$ cat config.mk
export PLATFORM = sky130hd
export DESIGN_NAME = dual_tone_detector
export DESIGN_NICKNAME = d
export VERILOG_FILES = /design/src/rtl/dtd_pkg.sv /design/src/rtl/dtd_edge_sync.sv /design/src/rtl/dtd_period_meter.sv /design/src/rtl/dtd_band_classifier.sv /design/src/rtl/dual_tone_detector.sv
export SDC_FILE = /design/constraint.sdc
export NUM_CORES = 1
export LEC_CHECK = 0
export BUFFER_PORTS_ARGS = -buffer_cell sky130_fd_sc_hd__buf_4
export CAP_MARGIN = 5
export CELL_PAD_IN_SITES_DETAIL_PLACEMENT = 0
export CELL_PAD_IN_SITES_GLOBAL_PLACEMENT = 1
export CORE_MARGIN = 1
export CORE_UTILIZATION = 45
export DETAILED_ROUTE_END_ITERATION = 6
export GPL_TIMING_DRIVEN = 0
export PLACE_DENSITY = 0.73
export SYNTH_ARGS = -nofsm -noshare
export SYNTH_HDL_FRONTEND = slang
export SYNTH_SLANG_ARGS = --single-unit
$ cat constraint.sdc
create_clock -name clk -period 3.35 [get_ports clk]
set_input_delay 0.335 -clock clk [delete_from_list [all_inputs] [get_ports clk]]
set_output_delay 0.335 -clock clk [all_outputs]
set_load 0.005 [all_outputs]
$ cat src/rtl/dtd_pkg.sv
package dtd_pkg;

  typedef logic [1:0] tone_idx_t;

  localparam int unsigned N_TONES = 4;

  // Nominal frequency of tone i of the selected band, ascending order.
  function automatic int unsigned band_hz(input bit high, input int unsigned i);
    int unsigned f;
    if (!high) begin
      case (i)
        0: f = 697;
        1: f = 770;
        2: f = 852;
        default: f = 941;
      endcase
    end else begin
      case (i)
        0: f = 1209;
        1: f = 1336;
        2: f = 1477;
        default: f = 1633;
      endcase
    end
    return f;
  endfunction

  // Shortest period in clock cycles accepted for frequency f (rounded up).
  function automatic longint unsigned per_min(input longint unsigned clk_hz,
                                              input longint unsigned f,
                                              input longint unsigned edge_ppm);
    longint unsigned den;
    den = f * (64'd1000000 + edge_ppm);
    return (clk_hz * 64'd1000000 + den - 64'd1) / den;
  endfunction

  // Longest period in clock cycles accepted for frequency f (rounded down).
  function automatic longint unsigned per_max(input longint unsigned clk_hz,
                                              input longint unsigned f,
                                              input longint unsigned edge_ppm);
    longint unsigned den;
    den = f * (64'd1000000 - edge_ppm);
    return (clk_hz * 64'd1000000) / den;
  endfunction

endpackage

$ cat src/rtl/dtd_edge_sync.sv
module dtd_edge_sync (
  input  logic clk,
  input  logic clr,
  input  logic sq_i,
  output logic rise_o
);
  logic [2:0] s_q;

  always_ff @(posedge clk) begin
    if (clr) s_q <= '0;
    else     s_q <= {s_q[1:0], sq_i};
  end

  // s_q[0..1] resolve metastability, s_q[2] is the previous settled level.
  assign rise_o = s_q[1] & ~s_q[2];
endmodule

$ cat src/rtl/dtd_period_meter.sv
module dtd_period_meter #(
  parameter int unsigned CNT_W = 14,
  parameter int unsigned TMO   = 3000
) (
  input  logic             clk,
  input  logic             clr,
  input  logic             rise_i,
  output logic [CNT_W-1:0] per_o,
  output logic             stb_o,
  output logic             tmo_o
);
  localparam logic [CNT_W-1:0] TMO_C = CNT_W'(TMO);

  logic [CNT_W-1:0] cnt_q;
  logic             armed_q;

  always_ff @(posedge clk) begin
    if (clr) begin
      cnt_q   <= '0;
      armed_q <= 1'b0;
      per_o   <= '0;
      stb_o   <= 1'b0;
      tmo_o   <= 1'b0;
    end else begin
      stb_o <= 1'b0;
      tmo_o <= 1'b0;
      if (rise_i) begin
        if (armed_q) begin
          per_o <= cnt_q;
          stb_o <= 1'b1;
        end
        cnt_q   <= CNT_W'(1);
        armed_q <= 1'b1;
      end else if (armed_q) begin
        if (cnt_q >= TMO_C) begin
          armed_q <= 1'b0;
          tmo_o   <= 1'b1;
          cnt_q   <= '0;
        end else begin
          cnt_q <= cnt_q + CNT_W'(1);
        end
      end
    end
  end

  a_r9_cnt_bound: assert property (@(posedge clk) disable iff (clr)
    cnt_q <= TMO_C);

  a_r9_tmo_disarms: assert property (@(posedge clk) disable iff (clr)
    (tmo_o && !rise_i) |-> !stb_o);
endmodule

$ cat src/rtl/dtd_band_classifier.sv
module dtd_band_classifier
  import dtd_pkg::*;
#(
  parameter int unsigned CLK_HZ   = 3579545,
  parameter int unsigned EDGE_PPM = 27500,
  parameter bit          HIGH     = 1'b0,
  parameter int unsigned CNT_W    = 14
) (
  input  logic                clk,
  input  logic                clr,
  input  logic [N_TONES-1:0]  mask_i,
  input  logic [CNT_W-1:0]    per_i,
  input  logic                stb_i,
  input  logic                tmo_i,
  output logic                vld_o,
  output tone_idx_t           idx_o
);
  logic [N_TONES-1:0] hit;
  tone_idx_t          hit_idx;
  logic               any_hit;
  logic               cand_ok_q;
  tone_idx_t          cand_idx_q;

  for (genvar i = 0; i < N_TONES; i++) begin : g_win
    localparam logic [CNT_W-1:0] LO_B =
      CNT_W'(per_min(64'(CLK_HZ), 64'(band_hz(HIGH, i)), 64'(EDGE_PPM)));
    localparam logic [CNT_W-1:0] HI_B =
      CNT_W'(per_max(64'(CLK_HZ), 64'(band_hz(HIGH, i)), 64'(EDGE_PPM)));
    assign hit[i] = !mask_i[i] && (per_i >= LO_B) && (per_i <= HI_B);
  end

  always_comb begin
    hit_idx = '0;
    for (int i = 0; i < N_TONES; i++) begin
      if (hit[i]) hit_idx = tone_idx_t'(i);
    end
  end
  assign any_hit = |hit;

  always_ff @(posedge clk) begin
    if (clr) begin
      vld_o      <= 1'b0;
      idx_o      <= '0;
      cand_ok_q  <= 1'b0;
      cand_idx_q <= '0;
    end else if (tmo_i) begin
      vld_o     <= 1'b0;
      cand_ok_q <= 1'b0;
    end else if (stb_i) begin
      if (any_hit) begin
        cand_ok_q  <= 1'b1;
        cand_idx_q <= hit_idx;
        if (cand_ok_q && cand_idx_q == hit_idx) begin
          vld_o <= 1'b1;
          idx_o <= hit_idx;
        end else begin
          vld_o <= 1'b0;
        end
      end else begin
        vld_o     <= 1'b0;
        cand_ok_q <= 1'b0;
      end
    end else if (vld_o && mask_i[idx_o]) begin
      vld_o     <= 1'b0;
      cand_ok_q <= 1'b0;
    end
  end

  a_r8_rise_on_period: assert property (@(posedge clk) disable iff (clr)
    $rose(vld_o) |-> $past(stb_i));

  a_r9_tmo_clears: assert property (@(posedge clk) disable iff (clr)
    tmo_i |=> !vld_o);

  a_r6_mask_clears: assert property (@(posedge clk) disable iff (clr)
    (vld_o && mask_i[idx_o]) |=> !vld_o);

  a_r2_one_window: assert property (@(posedge clk) disable iff (clr)
    $onehot0(hit));
endmodule

$ cat src/rtl/dual_tone_detector.sv
module dual_tone_detector
  import dtd_pkg::*;
#(
  parameter int unsigned CLK_HZ  = 3579545,
  parameter int unsigned ACC_PPM = 20000,
  parameter int unsigned REJ_PPM = 35000
) (
  input  logic       clk,
  input  logic       rst,
  input  logic       pd_i,
  input  logic       inh_i,
  input  logic       lo_sq_i,
  input  logic       hi_sq_i,
  output logic       sig_o,
  output logic [1:0] row_o,
  output logic [1:0] col_o
);
  localparam int unsigned EDGE_PPM = (ACC_PPM + REJ_PPM) / 2;
  localparam int unsigned LO_TMO =
    2 * int'(per_max(64'(CLK_HZ), 64'(band_hz(1'b0, 0)), 64'(EDGE_PPM)));
  localparam int unsigned HI_TMO =
    2 * int'(per_max(64'(CLK_HZ), 64'(band_hz(1'b1, 0)), 64'(EDGE_PPM)));
  localparam int unsigned CNT_W = $clog2(LO_TMO + 1);

  logic clr;
  assign clr = rst | pd_i;

  logic [1:0]       rise;
  logic [1:0]       stb;
  logic [1:0]       tmo;
  logic [1:0]       vld;
  tone_idx_t        idx   [2];
  logic [CNT_W-1:0] per   [2];
  logic [N_TONES-1:0] mask [2];
  logic [1:0]       sq;

  assign sq      = {hi_sq_i, lo_sq_i};
  assign mask[0] = '0;
  assign mask[1] = {inh_i, {(N_TONES-1){1'b0}}};

  for (genvar b = 0; b < 2; b++) begin : g_band
    localparam int unsigned TMO_B = (b == 0) ? LO_TMO : HI_TMO;

    dtd_edge_sync u_sync (
      .clk    (clk),
      .clr    (clr),
      .sq_i   (sq[b]),
      .rise_o (rise[b])
    );

    dtd_period_meter #(.CNT_W(CNT_W), .TMO(TMO_B)) u_meter (
      .clk    (clk),
      .clr    (clr),
      .rise_i (rise[b]),
      .per_o  (per[b]),
      .stb_o  (stb[b]),
      .tmo_o  (tmo[b])
    );

    dtd_band_classifier #(
      .CLK_HZ   (CLK_HZ),
      .EDGE_PPM (EDGE_PPM),
      .HIGH     (b == 1),
      .CNT_W    (CNT_W)
    ) u_class (
      .clk    (clk),
      .clr    (clr),
      .mask_i (mask[b]),
      .per_i  (per[b]),
      .stb_i  (stb[b]),
      .tmo_i  (tmo[b]),
      .vld_o  (vld[b]),
      .idx_o  (idx[b])
    );
  end

  logic pair_ok;
  assign pair_ok = !pd_i && vld[0] && vld[1];

  always_ff @(posedge clk) begin
    if (rst) begin
      sig_o <= 1'b0;
      row_o <= '0;
      col_o <= '0;
    end else begin
      sig_o <= pair_ok;
      if (pair_ok) begin
        row_o <= idx[0];
        col_o <= idx[1];
      end
    end
  end

  a_r7_pd_quiet: assert property (@(posedge clk) disable iff (rst)
    pd_i |=> !sig_o);

  a_r5_needs_both: assert property (@(posedge clk) disable iff (rst)
    !(vld[0] && vld[1]) |=> !sig_o);

  a_r10_idx_hold: assert property (@(posedge clk) disable iff (rst)
    !(vld[0] && vld[1]) |=> ($stable(row_o) && $stable(col_o)));

  a_r6_inh_col: assert property (@(posedge clk) disable iff (rst)
    ($past(inh_i) && $past(inh_i, 2)) |-> !(sig_o && col_o == 2'd3));

  initial begin
    a_r4_tol_order: assert (ACC_PPM < REJ_PPM);
  end
endmodule

==> results.py, run 1 <==
metrics = {
    "status": {
        "status": "finished clean",
    },
    "placement": {
        "dp_hpwl_um": 6460,
        "numPortBuffers": 10,
        "gp_congestion": 0.815,
    },
    "floorplan": {
        "core-area_um2": 8380,
        "die_w_um": 96.2,
        "rows": 33,
        "die_area_um2": 9240,
        "initial_utilization_pct": 47.6,
        "pin_count": 11,
        "die_h_um": 96.2,
    },
    "logic_synthesis": {
        "synth_mux_area_share_pct": 1.51,
        "ys.flop_type": "dfxtp_1",
        "yosys.area_share.xor_xnor_pct": 4.99,
        "netlist.top_cell.by_area": "dfxtp_1",
        "synthTopCellsByArea": "dfxtp_1 43%, nand2_1 8.4%, a21oi_1 6.1%",
        "synth_compound_area_share_pct": 17.1,
        "ys_types": 69,
        "synth_top_family_by_area": "simple AND/OR/NAND/NOR gates",
        "syn_inst": 491,
        "synth_area_um2": 3990,
        "ys_seq_area_share_pct": 42.7,
        "synth_common_cells": "89 x nand2_1, 85 x dfxtp_1, 57 x nor2_1",
        "avgSynthCellArea_um2": 8.12,
        "ys_ff_latch": 85,
        "synthAdderAreaFrac_pct": 1.25,
        "post-synth-top-count-cell": "nand2_1",
        "syn_nets": 501,
        "synth-edff-count": 0,
        "yosysTopAreaCellShare_pct": 42.7,
        "yosys.area_share.simple_pct": 28.9,
        "ys_warn_count": 0,
        "ys_async_sr_fraction_pct": 0,
    },
    "worst_hold_path": {
        "hp-class": "in -> reg",
        "whs_endpoint": "col_o[1]",
        "worstHoldStart": "rst",
        "min_path_cells": 2,
    },
    "critical_path": {
        "crit_chain": "buf_6, or4_1, o2111ai_1, o21ai_1, nor4_4, nor2_2, a32oi_1, nor3_1",
        "required_ns": 3.57,
        "crit_cells": 8,
        "cp_max_fo": 8,
        "crit_buf_inv": 1,
        "critPathSlowestCell": "or4_1",
        "cp-end-kind": "flop",
        "crit_arrival_ns": 2.27,
        "cpPeakStageDelay_ns": 0.54,
        "r2r_cells": 8,
        "r2r-start": "g_band[0].u_meter.per_o[3]",
        "startpoint_type": "flop",
        "rrSetupSlack_ns": 1.29,
        "crit_type": "reg -> reg",
        "crit_family": "simple AND/OR/NAND/NOR gates",
        "rr_endpoint": "g_band[0].u_class.vld_o",
    },
    "sta": {
        "clock_skew_ns": 0.0105,
        "fin_crit_ns": 2.06,
        "setup_viol": 0,
        "min_period_over_period_pct": 61.4,
        "setup-tns-final_ns": 0,
        "hold_slack_ns": 0.184,
        "slew_viol_final": 0,
        "rsz0062_at_grt": "false",
        "fmax_mhz": 486,
        "final_hold_viol_count": 0,
        "worst_pin_slew_ns": 0.692,
        "maxSlewHeadroom_pct": 53.7,
    },
    "route": {
        "wirelength_um": 8680,
        "drc": 0,
        "post_drt_wl_per_cell_um": 14.0,
        "post_drt_via_cell_ratio": 5.39,
        "first_iter_violations": 87,
        "final_antenna_net_count": 0,
        "dr.pass1.iters": 4,
        "via_count": 3355,
    },
    "cells_and_area": {
        "drive_gt1_share_pct": 9.86,
        "diodes": 0,
        "seqCellArea_um2": 1700,
        "area_growth_pct": 10.0,
        "multi_input_area_um2": 2140,
        "fillers": 855,
        "num-nets-final": 522,
    },
    "power": {
        "power_frac_clock_pct": 40.7,
        "sequentialPowerShare_pct": 57.4,
        "internal-power_uw": 1380,
        "p_per_area_nw_per_um2": 402,
        "peakVddDrop_mv": 0.224,
        "p_leak_uw": 0.00144,
        "combPwrFrac_pct": 1.9,
        "switching_power_uw": 379,
        "swShare_pct": 21.5,
        "power_uw": 1760,
    },
    "cts": {
        "cts.sinks": 85,
        "worstSkewPairLatency_ns": 0.34,
        "post-cts-setup-buffers": 0,
        "clock_path_buffers": 2,
        "clkTransAtPathRegs_ns": 0.08,
        "postCtsResizedCells": 0,
        "cts_hold_buf": 0,
        "root_buffer": "clkbuf_8",
        "cts_tree": "yes",
        "ctsHtreeMaxLevel": 3,
        "cts_inserted_buffers": 9,
    },
    "global_routing": {
        "antenna_found_initial": 0,
        "gr-total-overflow": 0,
        "first_global_vias": 3154,
        "grt_pass1_wl_um": 14700,
        "grt_max_degree": 14,
        "track_usage_pct": 20.7,
    },
    "run": {
        "drv_cap": 0,
    },
}
[worst reg2reg max path, cell delays in order, from the launching register on]
cell	delay (ns)
dfxtp_1	0.31
buf_6	0.13
or4_1	0.54
o2111ai_1	0.19
o21ai_1	0.14
nor4_4	0.28
nor2_2	0.11
a32oi_1	0.19
nor3_1	0.06
[cell families (layout without fill, tap and decap cells)]
kind of cell               Yosys count  after routing
AOI/OAI and AO/OA                  105            105
xor gates and xnor gates            21             21
adders and majority gates            4              4
buffers and inverters               32             58
DFF                                 85             85
muxes                                6              6
and+or+nand+nor                    238            238
[power by group through the flow]
stage               clock (µW)  sequential (µW)  combinational, µW
floorplan                    0             1040               18.5
global placement             0             1040               33.7
detailed placement           0             1040               33.9
CTS                        737             1010               34.0
global route               778             1010               37.3
finish                     718             1010               33.0
[cell usage in the layout, fill, tap and decap left out, drive strengths merged, types with 4 or more instances in the layout]
cell type,n
mux2i,6
nand4,11
nand2,89
and2,7
xor2,14
inv,9
nor3,11
a31oi,5
and3,6
or2,6
o21ai,15
nand3,18
xnor2,7
nand2b,4
clkbuf,27
ha,4
a21oi,50
buf,18
nor2,58
dfxtp,85
nand4b,4
nor2b,4
[worst max path at each step]
stage	to	slack (ns)	from
after global routing	g_band[1].u_class.vld_o	1.09	g_band[1].u_meter.per_o[3]
after detailed placement	g_band[0].u_class.vld_o	1.34	g_band[0].u_meter.per_o[3]
after CTS	g_band[0].u_class.vld_o	1.32	g_band[0].u_meter.per_o[3]
after global placement	g_band[0].u_class.vld_o	1.34	g_band[0].u_meter.per_o[3]
after floorplan	g_band[0].u_class.vld_o	1.52	g_band[0].u_meter.per_o[3]
final	g_band[0].u_class.vld_o	1.29	g_band[0].u_meter.per_o[3]
[registers in the layout (all words and copies together) (netlist names)]
name and cells:
row_o 2, g_band.u_meter.cnt_q 28, g_band.u_meter.tmo_o 2, col_o 2, g_band.u_class.cand_ok_q 2, g_band.u_class.idx_o 4
g_band.u_class.cand_idx_q 4, g_band.u_class.vld_o 2, g_band.u_meter.armed_q 2, g_band.u_meter.stb_o 2, g_band.u_sync.s_q 6, sig_o 1
g_band.u_meter.per_o 28
[through the flow]
step / instance area [µm²] / utilization (%) / setup WS (ns) / instances
finish: 4390 / 52.4 / 1.29 / 622
detailed placement: 4200 / 50.1 / 1.34 / 606
global placement: 4200 / 50.1 / 1.34 / 606
global route: 4390 / 52.4 / 1.09 / 622
CTS: 4390 / 52.4 / 1.32 / 622
floorplan: 3990 / - / 1.52 / 491
[layer usage]
layer / GRT usage [%] / wire, µm
met2: 35.9 / 4180
met1: 25.3 / 4260
met5: 0 / 0
met4: 6.72 / 121
met3: 4.58 / 118
[area by class of cell]
| type | count | area share [%] |
|---|---|---|
| clock buffer | 12 | 3.31 |
| tap | 105 | 2.99 |
| clock inverter | 4 | 1.08 |
| buffer | 23 | 2.51 |
| multi-input combinational | 374 | 48.8 |
| inverter | 9 | 0.770 |
| timing repair buffer | 10 | 1.71 |
| sequential | 85 | 38.8 |
No activity file was read; power rests on OpenSTA's default activity.
==> run 2, diff against run 1 <==
Settings changed: ABC_AREA from default to 1, PLACE_DENSITY 0.73 to 0.76.
Clock period 3.35 ns to 2 ns, I/O delays scaled along.
==> run 2 against run 1 <==
- fmax is 9.2% higher
- sequential share of layout area fell by 1.7 points
- global-route usage grew 0.30 points
- utilization is 0.40 points lower
- synthesized cell count is 24% higher
- critical endpoint is now g_band[1].u_class.idx_o[0]
- largest cell class unchanged
- highest routed layer unchanged
==> results.py, run 2 <==
metrics = {
    "run": {
        "drv_cap": 0,
    },
    "global_routing": {
        "first_global_vias": 3579,
        "antenna_found_initial": 0,
        "grt_max_degree": 15,
        "track_usage_pct": 21.0,
        "gr-total-overflow": 0,
        "grt_pass1_wl_um": 16400,
    },
    "critical_path": {
        "crit_buf_inv": 3,
        "cp-end-kind": "flop",
        "crit_chain": "inv_2, nand2_2, nor2_2, buf_6, nand3_1, nor2_1, nand3_2, nand2_4, nor2_2, nor2_4, nand3_2, nand2_1, inv_1, nor2_1",
        "startpoint_type": "flop",
        "cpPeakStageDelay_ns": 0.34,
        "crit_arrival_ns": 2.17,
        "crit_family": "simple AND/OR/NAND/NOR gates",
        "critPathSlowestCell": "dfxtp_1",
        "crit_type": "reg -> reg",
        "cp_max_fo": 10,
        "required_ns": 2.28,
    },
    "power": {
        "peakVddDrop_mv": 0.438,
        "power_uw": 2910,
        "p_leak_uw": 0.00169,
        "p_per_area_nw_per_um2": 632,
    },
    "placement": {
        "numPortBuffers": 10,
        "gp_congestion": 0.853,
        "dp.cells": 729,
        "dp_hpwl_um": 7220,
    },
    "route": {
        "post_drt_via_cell_ratio": 5.00,
        "first_iter_violations": 112,
        "post_drt_wl_per_cell_um": 12.6,
        "dr.pass1.iters": 6,
        "drc": 0,
        "via_count": 3722,
        "wirelength_um": 9410,
        "final_antenna_net_count": 0,
    },
    "cells_and_area": {
        "layout_common_cells": "121 x nand2_1, 82 x dfxtp_1, 78 x inv_1, 78 x nor2_1, 49 x a21oi_1",
        "area_growth_pct": 9.84,
        "drive_gt1_share_pct": 11.0,
        "num-nets-final": 642,
        "multi_input_area_um2": 2110,
        "fillers": 938,
        "diodes": 0,
        "reg_top3": "g_band.u_meter.cnt_q: 28 flops, g_band.u_meter.per_o: 28 flops, g_band.u_sync.s_q: 6 flops",
        "seqCellArea_um2": 1710,
        "final_common_cell": "nand2_1",
        "layout.cells.non_filler": 745,
    },
    "logic_synthesis": {
        "ys_ff_latch": 85,
        "synthTopCellsByArea": "dfxtp_1 41%, nand2_1 11%, nor2_1 7.2%",
        "syn_nets": 621,
        "yosysTopAreaCellShare_pct": 40.7,
        "ys_seq_area_share_pct": 40.7,
        "ys.flop_type": "dfxtp_1",
        "syn_inst": 611,
        "ys_async_sr_fraction_pct": 0,
        "synth_area_um2": 4190,
        "netlist.top_cell.by_area": "dfxtp_1",
        "synth_common_cells": "121 x nand2_1, 85 x dfxtp_1, 80 x nor2_1",
        "synth-edff-count": 0,
        "post-synth-top-count-cell": "nand2_1",
        "ys_types": 35,
        "avgSynthCellArea_um2": 6.85,
        "ys_warn_count": 0,
    },
    "cts": {
        "cts.sinks": 85,
        "ctsHtreeMaxLevel": 3,
        "worstSkewPairLatency_ns": 0.35,
        "clock_path_buffers": 2,
        "clkTransAtPathRegs_ns": 0.09,
        "cts_tree": "yes",
        "root_buffer": "clkbuf_8",
        "cts_inserted_buffers": 9,
        "post-cts-setup-buffers": 0,
    },
    "floorplan": {
        "core-area_um2": 8850,
        "pin_count": 11,
        "initial_utilization_pct": 47.3,
        "die_w_um": 98.4,
        "rows": 34,
        "die_h_um": 98.4,
        "die_area_um2": 9690,
    },
    "sta": {
        "min_period_over_period_pct": 94.2,
        "worst_pin_slew_ns": 0.494,
        "final_hold_viol_count": 0,
        "clock_skew_ns": 0.00901,
        "slew_viol_final": 0,
        "setup-tns-final_ns": 0,
        "maxSlewHeadroom_pct": 67.1,
        "setup_viol": 0,
        "fmax_mhz": 531,
        "fin_crit_ns": 1.88,
    },
    "worst_hold_path": {
        "hp-class": "in -> reg",
    },
    "status": {
        "status": "finished clean",
    },
}
-- run 2: changes by cell type after synthesis, sizes merged, moves of 20 or more --
cell and delta:
nand2 +42, o21ai +31, nor2 +34, inv +78
nand3 +20
-- run 2: metal layers --
layer	track usage, %	share of wire (%)
met3	3.76	3.0
met5	0	0
met4	5.40	1.0
met2	33.2	43
met1	29.8	53
-- run 2: final cells by class --
type | count | share of cell area, %
multi-input cells | 426 | 45.8
flip-flops and latches | 85 | 37.1
inverters | 87 | 7.10
clock buffers | 12 | 3.38
well taps | 108 | 2.94
repair buffers | 10 | 1.63
plain buffers | 13 | 1.33
clock inverters | 4 | 0.680
-- run 2: metrics by stage --
step	setup slack (ns)	util, %	cell area (µm²)	hold WS (ns)
2_1_floorplan	0.445	-	4190	0.269
3_3_place_gp	0.159	49.7	4400	0.400
3_5_place_dp	0.152	49.7	4400	0.405
4_1_cts	0.127	51.8	4580	0.0258
5_1_grt	-0.0523	52.0	4600	0.0443
6_report	0.115	52.0	4600	0.0379
-- run 2: path summary, 6_finish.rpt --
| check | from | endpoint | slack, ns | cells after the start |
|---|---|---|---|---|
| setup / recovery | g_band[1].u_meter.per_o[10] | g_band[1].u_class.idx_o[0] | 0.12 | 14 |
| hold / removal | rst | row_o[0] | 0.04 | 2 |
| setup reg to reg | g_band[1].u_meter.per_o[10] | g_band[1].u_class.idx_o[0] | 0.12 | 14 |
| hold reg to reg | g_band[0].u_sync.s_q[0] | g_band[0].u_sync.s_q[1] | 0.42 | 2 |
-- run 2: worst reg2reg max path, stage by stage (launching register included) --
cell and delay (ns):
dfxtp_1 0.34, inv_2 0.07, nand2_2 0.05, nor2_2 0.13, buf_6 0.15, nand3_1 0.10, nor2_1 0.17, nand3_2 0.18
nand2_4 0.13, nor2_2 0.06, nor2_4 0.16, nand3_2 0.10, nand2_1 0.06, inv_1 0.03, nor2_1 0.10
-- run 2: logic make-up (layout without fill, tap and decap cells) --
group,Yosys count,count (layout),share of synthesized area (%)
buffers and inverters,100,126,9.24
flip-flops,85,85,40.7
adder cells (fa/ha/maj),4,4,1.20
XOR/XNOR,17,17,3.56
AO/OA/AOI/OAI,109,109,14.1
AND/OR/NAND/NOR,296,296,31.2
-- run 2: power breakdown --
part	total [µW]	switching [µW]	internal (µW)	leakage, µW
Clock	1150	623	524	0.0000852
Combinational	63.9	45.2	18.7	0.000923
Sequential	1700	1.66	1690	0.000686
Total	2910	670	2240	0.00169
-- run 2: timing repair --
item	4_1_cts	5_1_grt
setup endpoints to repair	0	19
gates resized for setup	0	8
hold buffers	0	0
endpoints found under the hold margin	0	0
==> run 3, diff against run 2 <==
Settings changed: ABC_AREA 1 to 0, PLACE_DENSITY 0.76 to 0.73.
==> run 3 against run 2 <==
- total power grew 1.6%
- combinational power shrank 13%
- first-iteration DRC count shrank 29%
- sequential share of layout area grew 0.91 points
- fmax shrank 5.7%
- clock skew is essentially flat
- clock power grew 4%
- via count shrank 8.3%
- cell count shrank 16%
- non-clock buffer count grew 13
- global-route usage shrank 0.20 points
- design area shrank 1.5%
- critical endpoint is now g_band[1].u_class.vld_o
- largest cell class unchanged
==> results.py, run 3 (synthesized netlist as in run 1, its figures left out) <==
metrics = {
    "critical_path": {
        "required_ns": 2.27,
        "crit_type": "reg -> reg",
        "startpoint_type": "flop",
        "rrSetupSlack_ns": 0.002,
        "crit_arrival_ns": 2.27,
        "cp-end-kind": "flop",
        "cp_max_fo": 9,
    },
    "global_routing": {
        "grt_pass1_wl_um": 14700,
        "antenna_found_initial": 0,
        "gr-total-overflow": 0,
        "grt_max_degree": 14,
        "first_global_vias": 3162,
        "track_usage_pct": 20.8,
    },
    "cells_and_area": {
        "fillers": 841,
        "reg_top3": "g_band.u_meter.cnt_q: 28 flops, g_band.u_meter.per_o: 28 flops, g_band.u_sync.s_q: 6 flops",
        "final_common_cell": "nand2_1",
        "layout_common_cells": "89 x nand2_1, 73 x dfxtp_1, 57 x nor2_1",
        "num-nets-final": 525,
        "final_area_um2": 4530,
        "drive_gt1_share_pct": 15.2,
        "area_growth_pct": 13.6,
        "diodes": 0,
    },
    "sta": {
        "slew_viol_final": 0,
        "setup_viol": 0,
        "fin_crit_ns": 2.00,
        "rsz0062_at_grt": "true",
        "clock_skew_ns": 0.00901,
        "final_hold_viol_count": 0,
        "maxSlewHeadroom_pct": 51.8,
        "fmax_mhz": 501,
        "setup-tns-final_ns": 0,
        "min_period_over_period_pct": 99.9,
        "worst_slack_ns": 0.00224,
        "worst_pin_slew_ns": 0.720,
    },
    "cts": {
        "worstSkewPairLatency_ns": 0.35,
        "cts.sinks": 85,
        "root_buffer": "clkbuf_8",
        "cts_inserted_buffers": 9,
        "cts_tree": "yes",
        "ctsHtreeMaxLevel": 3,
        "cts_hold_buf": 0,
        "clkTransAtPathRegs_ns": 0.08,
        "clock_path_buffers": 2,
    },
    "route": {
        "post_drt_via_cell_ratio": 5.46,
        "dr_wl_met3_um": 196,
        "drc": 0,
        "post_drt_wl_per_cell_um": 14.3,
        "final_antenna_net_count": 0,
        "wl_met2_um": 4310,
        "highest_layer": "met4",
        "dr.pass1.iters": 4,
        "wirelength_um": 8920,
        "met1_length_um": 4280,
        "via_count": 3413,
        "first_iter_violations": 79,
    },
    "power": {
        "power_uw": 2950,
        "peakVddDrop_mv": 0.372,
        "p_per_area_nw_per_um2": 652,
        "p_leak_uw": 0.00147,
    },
    "placement": {
        "place_ws_ns": -0.00791,
        "gp_congestion": 0.815,
        "dpl_cell_area_um2": 4200,
        "dp_hpwl_um": 6460,
        "numPortBuffers": 10,
    },
    "floorplan": {
        "die_w_um": 96.2,
        "initial_utilization_pct": 47.6,
        "core-area_um2": 8380,
        "pin_count": 11,
        "rows": 33,
        "die_h_um": 96.2,
        "die_area_um2": 9240,
    },
    "status": {
        "status": "finished clean",
    },
    "worst_hold_path": {
        "hp-class": "in -> reg",
    },
    "run": {
        "drv_cap": 0,
    },
}
run 3: path summary, 6_finish.rpt:
check             cells after the start                       to                  startpoint
setup / recovery                      8  g_band[1].u_class.vld_o  g_band[1].u_meter.per_o[3]
hold / removal                        2                 col_o[1]                         rst
setup reg to reg                      8  g_band[1].u_class.vld_o  g_band[1].u_meter.per_o[3]
hold reg to reg                       1  g_band[0].u_sync.s_q[1]     g_band[0].u_sync.s_q[0]
run 3: timing repair:
action | CTS | global route
setup buffers | 3 | 4
resized for setup | 12 | 25
pin swaps | 7 | 16
setup endpoints to repair | 2 | 20
run 3: metal layers:
metal	vias to the layer above	global-route usage [%]
li1	1766	-
met1	1592	25.4
met2	43	36.2
met3	12	4.58
met4	0	6.72
met5	-	0
run 3: cell type report:
type,count,area (µm²),share of cell area [%]
buffer,19,90.1,1.99
clock buffer,12,145,3.20
clock inverter,4,47.5,1.05
inverter,9,33.8,0.746
multi-input combinational,374,2230,49.3
sequential,85,1720,38.0
tap,105,131,2.90
timing repair buffer,17,125,2.76
run 3: stage by stage:
stage / util [%] / hold WS (ns) / cells
after CTS: 52.7 / 0.0316 / 622
final: 54.0 / 0.0468 / 625
after detailed placement: 50.1 / 0.405 / 606
after global routing: 54.0 / 0.0301 / 625
after floorplan: - / 0.272 / 491
after global placement: 50.1 / 0.400 / 606
run 3: where the power goes:
group | switching (µW) | leakage (µW) | total [µW] | internal (µW)
Sequential | 2.10 | 0.000692 | 1690 | 1690
Combinational | 40.6 | 0.000685 | 55.9 | 15.3
Clock | 596 | 0.0000964 | 1200 | 609
run 3: worst max-delay path: stages, from the launching register on:
cell and delay, ns:
dfxtp_1 0.31, buf_2 0.19, and4_1 0.22, nand4_1 0.16, a221oi_4 0.37, a31oi_4 0.09
xor2_2 0.27, nand4b_1 0.14, a211oi_2 0.18
